==> src/rtl/smt_pkg.sv <==
package smt_pkg;

    localparam int CHAR_W  = 8;
    localparam int MAX_ENT = 64;
    localparam int IDX_W   = $clog2(MAX_ENT);
    localparam int DEF_ENT = 13;
    localparam int DEF_PAT = 6;

    typedef struct packed {
        logic [CHAR_W-1:0] ch;
        logic              root;
        logic [IDX_W-1:0]  parent;
    } entry_cfg_t;

    typedef enum logic {
        CFG_ENTRY = 1'b0,
        CFG_TAIL  = 1'b1
    } cfg_kind_e;

    function automatic entry_cfg_t mk_entry(logic [CHAR_W-1:0] c, logic r, int par);
        entry_cfg_t e;
        e.ch     = c;
        e.root   = r;
        e.parent = IDX_W'(par);
        return e;
    endfunction

    // Merged automaton: C-F | B-(C-D | B-A | A) | E-B-(B-C | C)
    function automatic entry_cfg_t def_entry(int i);
        case (i)
            0:       return mk_entry("C", 1'b1, 0);
            1:       return mk_entry("F", 1'b0, 0);
            2:       return mk_entry("B", 1'b1, 0);
            3:       return mk_entry("C", 1'b0, 2);
            4:       return mk_entry("D", 1'b0, 3);
            5:       return mk_entry("B", 1'b0, 2);
            6:       return mk_entry("A", 1'b0, 5);
            7:       return mk_entry("A", 1'b0, 2);
            8:       return mk_entry("E", 1'b1, 0);
            9:       return mk_entry("B", 1'b0, 8);
            10:      return mk_entry("B", 1'b0, 9);
            11:      return mk_entry("C", 1'b0, 10);
            12:      return mk_entry("C", 1'b0, 9);
            default: return mk_entry(8'h00, 1'b0, 0);
        endcase
    endfunction

    function automatic logic [IDX_W-1:0] def_tail(int p);
        case (p)
            0:       return IDX_W'(1);
            1:       return IDX_W'(4);
            2:       return IDX_W'(6);
            3:       return IDX_W'(7);
            4:       return IDX_W'(11);
            5:       return IDX_W'(12);
            default: return IDX_W'(MAX_ENT - 1);
        endcase
    endfunction

endpackage

==> src/rtl/smt_cfg_store.sv <==
module smt_cfg_store
    import smt_pkg::*;
#(
    parameter int N_ENT = DEF_ENT,
    parameter int N_PAT = DEF_PAT
) (
    input  logic                              clk,
    input  logic                              rst,
    input  logic                              cfg_we,
    input  cfg_kind_e                         cfg_kind,
    input  logic [IDX_W-1:0]                  cfg_addr,
    input  logic [CHAR_W-1:0]                 cfg_char,
    input  logic                              cfg_root,
    input  logic [IDX_W-1:0]                  cfg_parent,
    output entry_cfg_t [N_ENT-1:0]            ent_o,
    output logic [N_PAT-1:0][IDX_W-1:0]       tail_o
);

    entry_cfg_t [N_ENT-1:0]      ent_q;
    logic [N_PAT-1:0][IDX_W-1:0] tail_q;

    generate
        for (genvar gi = 0; gi < N_ENT; gi++) begin : g_ent
            always_ff @(posedge clk) begin
                if (rst) begin
                    ent_q[gi] <= def_entry(gi);
                end else if (cfg_we && cfg_kind == CFG_ENTRY && cfg_addr == IDX_W'(gi)) begin
                    ent_q[gi] <= '{ch: cfg_char, root: cfg_root, parent: cfg_parent};
                end
            end
        end

        for (genvar gp = 0; gp < N_PAT; gp++) begin : g_tail
            always_ff @(posedge clk) begin
                if (rst) begin
                    tail_q[gp] <= def_tail(gp);
                end else if (cfg_we && cfg_kind == CFG_TAIL && cfg_addr == IDX_W'(gp)) begin
                    tail_q[gp] <= cfg_parent;
                end
            end
        end
    endgenerate

    assign ent_o  = ent_q;
    assign tail_o = tail_q;

endmodule

==> src/rtl/smt_entry.sv <==
module smt_entry
    import smt_pkg::*;
(
    input  entry_cfg_t          cfg,
    input  logic                in_valid,
    input  logic [CHAR_W-1:0]   in_char,
    input  logic [MAX_ENT-1:0]  prev_pad,
    output logic                hit
);

    logic char_eq;
    logic enabled;

    always_comb begin
        char_eq = (in_char == cfg.ch);
        // A start state is always enabled; others follow their single predecessor.
        enabled = cfg.root | prev_pad[cfg.parent];
        hit     = in_valid & char_eq & enabled;
    end

endmodule

==> src/rtl/smt_chain_reg.sv <==
module smt_chain_reg #(
    parameter int N_ENT = 13
) (
    input  logic              clk,
    input  logic              rst,
    input  logic              in_valid,
    input  logic              pkt_start,
    input  logic [N_ENT-1:0]  hit,
    output logic [N_ENT-1:0]  chain_q
);

    always_ff @(posedge clk) begin
        if (rst) begin
            chain_q <= '0;
        end else if (in_valid) begin
            chain_q <= hit;
        end else if (pkt_start) begin
            chain_q <= '0;
        end
    end

endmodule

==> src/rtl/smt_tail_sel.sv <==
module smt_tail_sel
    import smt_pkg::*;
#(
    parameter int N_PAT = DEF_PAT
) (
    input  logic [MAX_ENT-1:0]           hit_pad,
    input  logic [N_PAT-1:0][IDX_W-1:0]  tail,
    output logic [N_PAT-1:0]             match_o
);

    generate
        for (genvar gp = 0; gp < N_PAT; gp++) begin : g_pat
            assign match_o[gp] = hit_pad[tail[gp]];
        end
    endgenerate

endmodule

==> src/rtl/str_match_top.sv <==
module str_match_top
    import smt_pkg::*;
#(
    parameter int N_ENT = DEF_ENT,
    parameter int N_PAT = DEF_PAT
) (
    input  logic                 clk,
    input  logic                 rst,
    input  logic                 in_valid,
    input  logic [CHAR_W-1:0]    in_char,
    input  logic                 pkt_start,
    input  logic                 cfg_we,
    input  logic                 cfg_sel,
    input  logic [IDX_W-1:0]     cfg_addr,
    input  logic [CHAR_W-1:0]    cfg_char,
    input  logic                 cfg_root,
    input  logic [IDX_W-1:0]     cfg_parent,
    output logic [N_PAT-1:0]     match_o
);

    entry_cfg_t [N_ENT-1:0]      ent;
    logic [N_PAT-1:0][IDX_W-1:0] tail;
    logic [N_ENT-1:0]            chain_q;
    logic [N_ENT-1:0]            hit;
    logic [N_ENT-1:0]            root_vec;
    logic [MAX_ENT-1:0]          prev_pad;
    logic [MAX_ENT-1:0]          hit_pad;
    cfg_kind_e                   cfg_kind;

    assign cfg_kind = cfg_kind_e'(cfg_sel);

    smt_cfg_store #(.N_ENT(N_ENT), .N_PAT(N_PAT)) u_cfg (
        .clk        (clk),
        .rst        (rst),
        .cfg_we     (cfg_we),
        .cfg_kind   (cfg_kind),
        .cfg_addr   (cfg_addr),
        .cfg_char   (cfg_char),
        .cfg_root   (cfg_root),
        .cfg_parent (cfg_parent),
        .ent_o      (ent),
        .tail_o     (tail)
    );

    // A packet start makes the current byte the first one: old chain is not seen.
    assign prev_pad = pkt_start ? '0 : MAX_ENT'(chain_q);

    generate
        for (genvar gi = 0; gi < N_ENT; gi++) begin : g_state
            smt_entry u_entry (
                .cfg      (ent[gi]),
                .in_valid (in_valid),
                .in_char  (in_char),
                .prev_pad (prev_pad),
                .hit      (hit[gi])
            );
            assign root_vec[gi] = ent[gi].root;
        end
    endgenerate

    smt_chain_reg #(.N_ENT(N_ENT)) u_chain (
        .clk       (clk),
        .rst       (rst),
        .in_valid  (in_valid),
        .pkt_start (pkt_start),
        .hit       (hit),
        .chain_q   (chain_q)
    );

    assign hit_pad = MAX_ENT'(hit);

    smt_tail_sel #(.N_PAT(N_PAT)) u_tail (
        .hit_pad (hit_pad),
        .tail    (tail),
        .match_o (match_o)
    );

endmodule

==> config.mk <==
export PLATFORM = sky130hd
export DESIGN_NAME = str_match_top
export DESIGN_NICKNAME = d
export VERILOG_FILES = /design/src/rtl/smt_pkg.sv /design/src/rtl/smt_cfg_store.sv /design/src/rtl/smt_entry.sv /design/src/rtl/smt_chain_reg.sv /design/src/rtl/smt_tail_sel.sv /design/src/rtl/str_match_top.sv
export SDC_FILE = /design/constraint.sdc
export NUM_CORES = 1
export LEC_CHECK = 0
export BUFFER_PORTS_ARGS = -buffer_cell sky130_fd_sc_hd__buf_4
export CAP_MARGIN = 10
export CELL_PAD_IN_SITES_DETAIL_PLACEMENT = 0
export CELL_PAD_IN_SITES_GLOBAL_PLACEMENT = 1
export CORE_ASPECT_RATIO = 0.9
export CORE_MARGIN = 8
export CORE_UTILIZATION = 40
export DETAILED_ROUTE_END_ITERATION = 6
export PLACE_DENSITY = 0.77
export SLEW_MARGIN = 20
export SYNTH_ARGS = -nofsm -noshare
export SYNTH_HDL_FRONTEND = slang
export SYNTH_SLANG_ARGS = --single-unit
export TNS_END_PERCENT = 1
==> constraint.sdc <==
create_clock -name clk -period 6.6 [get_ports clk]
set_input_delay 1.98 -clock clk [delete_from_list [all_inputs] [get_ports clk]]
set_output_delay 1.98 -clock clk [all_outputs]
set_load 0.02 [all_outputs]
# Word level (Yosys, flattened, before mapping)
# Index checks and enable logic that the tools add are counted.
[word_totals]
ff_bits = 244
output_inout_bits = 6
elab_cells = 194
inputBits = 35
[op_classes]
eq_ne = 25
muxes = 41
bitwise = 40
magnitude_cmp = 19
n_reduce_logical = 23
[op_table]
columns = ["op", "count"]
rows = [
  ["$lt A6 B7 Y1 const B", 19],
  ["$bmux W1 S6", 19],
  ["$eq A8 B8 Y1", 13],
  ["$mux W13", 3],
  ["$eq A6 B4 Y1 const B", 5],
  ["$and A1 B1 Y1", 26],
  ["$eq A6 B3 Y1 const B", 4],
  ["$logic_and A1 B1 Y1", 21],
  ["$mux W1", 19],
  ["$or A1 B1 Y1", 13],
  ["$eq A6 B2 Y1 const B", 2],
  ["$eq A6 B1 Y1 const B", 1],
  ["$logic_not A6 Y1", 1],
  ["$reduce_bool A2 Y1", 1],
  ["$not A1 Y1", 1],
]

# Longest topological paths before layout
[depth]
word_depth = 7
ltp_mapped = 10
ltp_nobuf = 8

# Cells and area by module
# A second synthesis with hierarchy kept.
[hier_totals]
cells_unflattened = 1793
hier_area_um2 = 21722.1
[by_module_without_submodules]
columns = ["module", "cells_per_inst", "area_per_inst_um2", "seq_area_each_um2", "instances"]
rows = [
  ["smt_cfg_store", 813, 8904.8, 4624.4, 1],
  ["smt_entry", 49, 674.4, 0.0, 13],
  ["smt_tail_sel", 270, 3314.4, 0.0, 1],
  ["smt_chain_reg", 58, 596.8, 260.2, 1],
  ["str_match_top", 15, 138.9, 0.0, 1],
]

# Least setup slack after synthesis
# Ideal clock, no wire load.
[synth_timing]
path_type = "input to output"
start = "input in_char[1]"
end = "output match_o[5]"
path_slack_ns = 0.068
t_required_ns = 4.620
t_arrival_ns = 4.552
path_buffers = 2
cell_stages = 10
cell_sequence = "clkbuf_1 > buf_2 > xnor2_1 > o2111ai_1 > a2111oi_0 > o41a_1 > nand3_1 > a21oi_1 > a311oi_1 > a2111oi_1"
[synth_via]
elab_chain_len = 5
elab_cells_between_ends = 41
cone_classes = "eq/ne: 13; mux: 2; bitwise: 26"
[synth_lines]
columns = ["element", "line", "source"]
rows = [
  ["start: declaration", "str_match_top.sv:10", "input logic [CHAR_W-1:0] in_char,"],
  ["$eq A8 B8 Y1", "smt_entry.sv:15", "char_eq = (in_char == cfg.ch);"],
  ["$and A1 B1 Y1 (2 in a row)", "smt_entry.sv:18", "hit = in_valid & char_eq & enabled;"],
  ["$bmux W1 S6 (*)", "smt_tail_sel.sv:13", "assign match_o[gp] = hit_pad[tail[gp]];"],
  ["$mux W1 (not written as such) (*)", "smt_tail_sel.sv:13", ""],
  ["end: declaration", "str_match_top.sv:18", "output logic [N_PAT-1:0] match_o"],
]
# Every way passes the cells marked *; elsewhere a longest branch is shown, timed or not. The select of a mux whose other input is x is not followed.

# Worst setup path after layout
[layout_timing]
start = "input in_char[3]"
end = "output match_o[5]"
# Same word-level chain as after synthesis.

==> impl_summary.log <==
INFO  metric hpwlAfterDp = 27.30 mm
INFO  metric dieWidth = 204.4 µm
INFO  metric detail_route.wl_per_cell = 20.26 µm
INFO  metric clockRootBuffer = clkbuf_16
INFO  metric finClkSkew = 0.01051 ns
INFO  metric final_global_route_overflow_total = 0
INFO  metric first_global_vias = 10830
INFO  metric worst_endpoint_data_arrival_time = 4.52 ns
INFO  metric synth_fp_nets = 1681
INFO  metric via_per_inst = 5.621
INFO  metric dpl-instance-area = 0.01350 mm²
INFO  metric synth-main-ff-cell = dfxtp_1
INFO  metric number_of_antenna_violations_at_the_first_check_in_global_routing = 0
INFO  metric placeable_core_region = 0.03173 mm²
INFO  metric dieArea = 0.03794 mm²
INFO  metric final_gp_congestion = 0.8621
INFO  metric max-slew-margin-rel = 0.2426
INFO  metric avgSynthCellArea = 7.766 µm²
INFO  metric synth_area = 0.01278 mm²
INFO  metric cts_buffers = 29
INFO  metric crit_path_max_incr_delay = 0.43 ns
INFO  metric critical_path_capture_point_type = output port
INFO  metric die_height = 185.6 µm
INFO  metric dr_total_vias = 11640
INFO  metric drc_errors = 0
INFO  metric port_buffers = 40
INFO  metric power = 3.249 mW
INFO  metric ys_seq_area_frac = 0.3821
INFO  metric ctsLongestPathBuffers = 3
INFO  metric drive_above_1_share = 0.1341
INFO  metric stdcell_area = 0.01454 mm²
INFO  metric ir_drop = 193.4 µV
INFO  metric drv.max_cap_violation_count = 0
INFO  metric path_cells = buf_4 -> buf_6 -> xor2_1 -> nor4_1 -> nand3_1 -> a211o_2 -> nor2_1 -> mux2i_1 -> or2_2 -> a2111oi_1 -> buf_4 -> buf_4
INFO  metric global_route_wire_length_before_repair = 64.36 mm
INFO  metric leak_pwr = 4.932 nW
INFO  metric cp_common_cell = buf_4
INFO  metric share_of_the_clock_period_used_by_the_worst_path = 0.9850
INFO  metric grt_start_max_net_pins = 99
INFO  metric crit_type = input pin to output port
INFO  metric worst_skew_pair.late_latency = 0.55 ns
INFO  metric fin_setup_tns = 0 ns
INFO  metric max_slew.worst_pin.slew = 1.132 ns
INFO  metric setup_viol = 0
INFO  metric unrepaired_setup_endpoints_after_global_routing = true
INFO  metric number_of_flops_mapped_to_enable_cells_by_yosys = 0
INFO  metric clkSlewWorstSetupHoldPaths = 0.06 ns
INFO  metric insertedDiodeCount = 0
INFO  metric final_net_count = 1667
INFO  metric power.density = 223.5 mW/mm²
INFO  metric post-cts-setup-buffers = 0
INFO  metric final_hold_viol_count = 0
INFO  metric drt-initial-drc-count = 1164
INFO  metric timing.final.crit_period = 6.501 ns
INFO  metric postSynth.asyncResetShare = 0
INFO  metric crit_path_max_delay_cell_type = a2111oi_1
INFO  metric track_usage = 0.2160
INFO  metric number_of_placement_rows = 62
INFO  metric totalWireLength = 41.96 mm
INFO  metric netlist.area_leader.share = 0.3821
INFO  metric post_synth_inst_count = 1646
INFO  metric category_of_the_worst_setup_path_launch_point = input pin
INFO  metric start_util = 0.4029
INFO  metric drt_first_pass_iters = 7
INFO  metric fmax = 153.8 MHz
INFO  metric finalWorstSetupSlack = 0.09879 ns
INFO  metric io_pins = 41
INFO  metric synth_cell_types = 67
INFO  metric final_util = 0.4582
INFO  metric status = complete, no violations
INFO  metric tritoncts = done
INFO  metric areaGrowthSynthToFinish = 13.71%
INFO  metric yosysWarnings = 0
INFO  metric synth_top_cells_by_area = dfxtp_1 38%, nand2_1 14%, a21oi_1 7.4%
INFO  metric nFillCells = 3187
INFO  metric postSynthRegisterBits = 244
INFO  metric cp_max_fanout = 12
INFO  metric pre_cts_slack = -0.007073 ns
INFO  metric ctsHtreeMaxLevel = 1
INFO  metric netlist.top_cell.by_area = dfxtp_1
INFO  metric route.antenna.remaining_nets = 0
INFO  metric slew_viol_final = 0
INFO  metric timing.hold.worst.class = register to register
INFO  metric timing.critical_path.required = 4.62 ns
INFO  metric tritoncts_num_sinks = 244
## path summary, 6_finish.rpt
check | depth (start not counted) | slack [ns] | to | from
min reg2reg | 2 | 0.45 | u_cfg.ent_o[170] | u_cfg.ent_o[170]
min | 2 | 0.45 | u_cfg.ent_o[170] | u_cfg.ent_o[170]
max reg2reg | 7 | 4.23 | u_chain.chain_q[4] | u_chain.chain_q[10]
max | 12 | 0.1 | match_o[5] | in_char[3]
## flip-flops by register name, summed over array words and instances (netlist names)
name / count
u_cfg.ent_o: 195
u_cfg.tail_o: 36
u_chain.chain_q: 13
## layout make-up
class	instances	area (µm²)	area share
multi-input combinational	1238	7317	0.5034
clock buffer	46	899.6	0.06189
tap	416	520.5	0.03581
clock inverter	8	52.55	0.003615
sequential	244	4885	0.3360
inverter	18	67.56	0.004648
timing repair buffer	101	794.5	0.05466
## per-layer routing
metal / up-vias / track usage / routed length [µm]
met3: 75 / 0.03532 / 3065
met1: 5592 / 0.3051 / 19350
li1: 5585 / - / -
met5: - / 0 / 0
met4: 0 / 0.06417 / 1245
met2: 390 / 0.3344 / 18300
## report_power, final
part | leakage, nW | switching, mW | internal, mW | total [mW]
clock | 0.468 | 0.643 | 0.930 | 1.57
sequential | 1.97 | 0.00423 | 1.48 | 1.48
combinational | 2.50 | 0.134 | 0.0608 | 0.194
## through the flow
step | std cells | hold slack, ns
final | 2071 | 0.4548
after global routing | 2071 | 0.4764
after CTS | 2071 | 0.4572
after detailed placement | 2017 | 0.4488
after global placement | 2017 | 0.4417
after floorplan | 1646 | 0.4357
## cell families (layout without fill, tap and decap cells)
| kind of cell | count (synthesis) | in the layout | share of synthesized area |
|---|---|---|---|
| AO/OA/AOI/OAI | 286 | 286 | 0.1366 |
| flip-flops | 244 | 244 | 0.3821 |
| multiplexers | 93 | 93 | 0.09533 |
| XOR/XNOR | 104 | 104 | 0.07125 |
| AND/OR/NAND/NOR | 755 | 755 | 0.2612 |
| buffers and inverters | 164 | 173 | 0.05344 |
## synth_stat cells, drive strengths merged (2+ instances only)
cell,n
nand2,478
dfxtp,244
a21oi,189
clkbuf,114
nand3,89
xnor2,80
mux2i,52
nor2,51
buf,32
nand3b,29
xor2,24
nor3,22
mux4,21
mux2,20
inv,17
nand4,17
o21ai,15
nor4,12
a211oi,10
and2,10
o211ai,10
or3,9
a2111oi,8
a31oi,8
nor3b,8
o2111ai,8
nor2b,7
o31ai,7
o21a,5
or2,5
a311oi,4
nand2b,4
nand4b,4
o311ai,4
a211o,3
and3,3
and4b,2
nor4b,2
o22ai,2
or4,2
## cell usage in the layout (no fill, tap or decap), types with 24 or more instances in the layout
cell type / instances
nand2_1: 478
xor2_1: 24
dfxtp_1: 244
nand3_1: 89
mux2i_1: 52
xnor2_1: 76
a21oi_1: 189
nand3b_1: 29
nor2_1: 51
clkbuf_16: 29
buf_4: 96
## timing repair
action,in CTS,in global routing
pin swaps,0,3
resized for setup,1,14
setup endpoints to repair,1,5
hold buffers,0,0
## critical path: cells and delay by family
family | cells | cell delay [ns]
mux | 1 | 0.07
compound gates | 2 | 0.84
buf+inv | 4 | 0.60
xor+xnor | 1 | 0.16
simple gates | 4 | 0.85
Power figures use the tool's default switching activity.
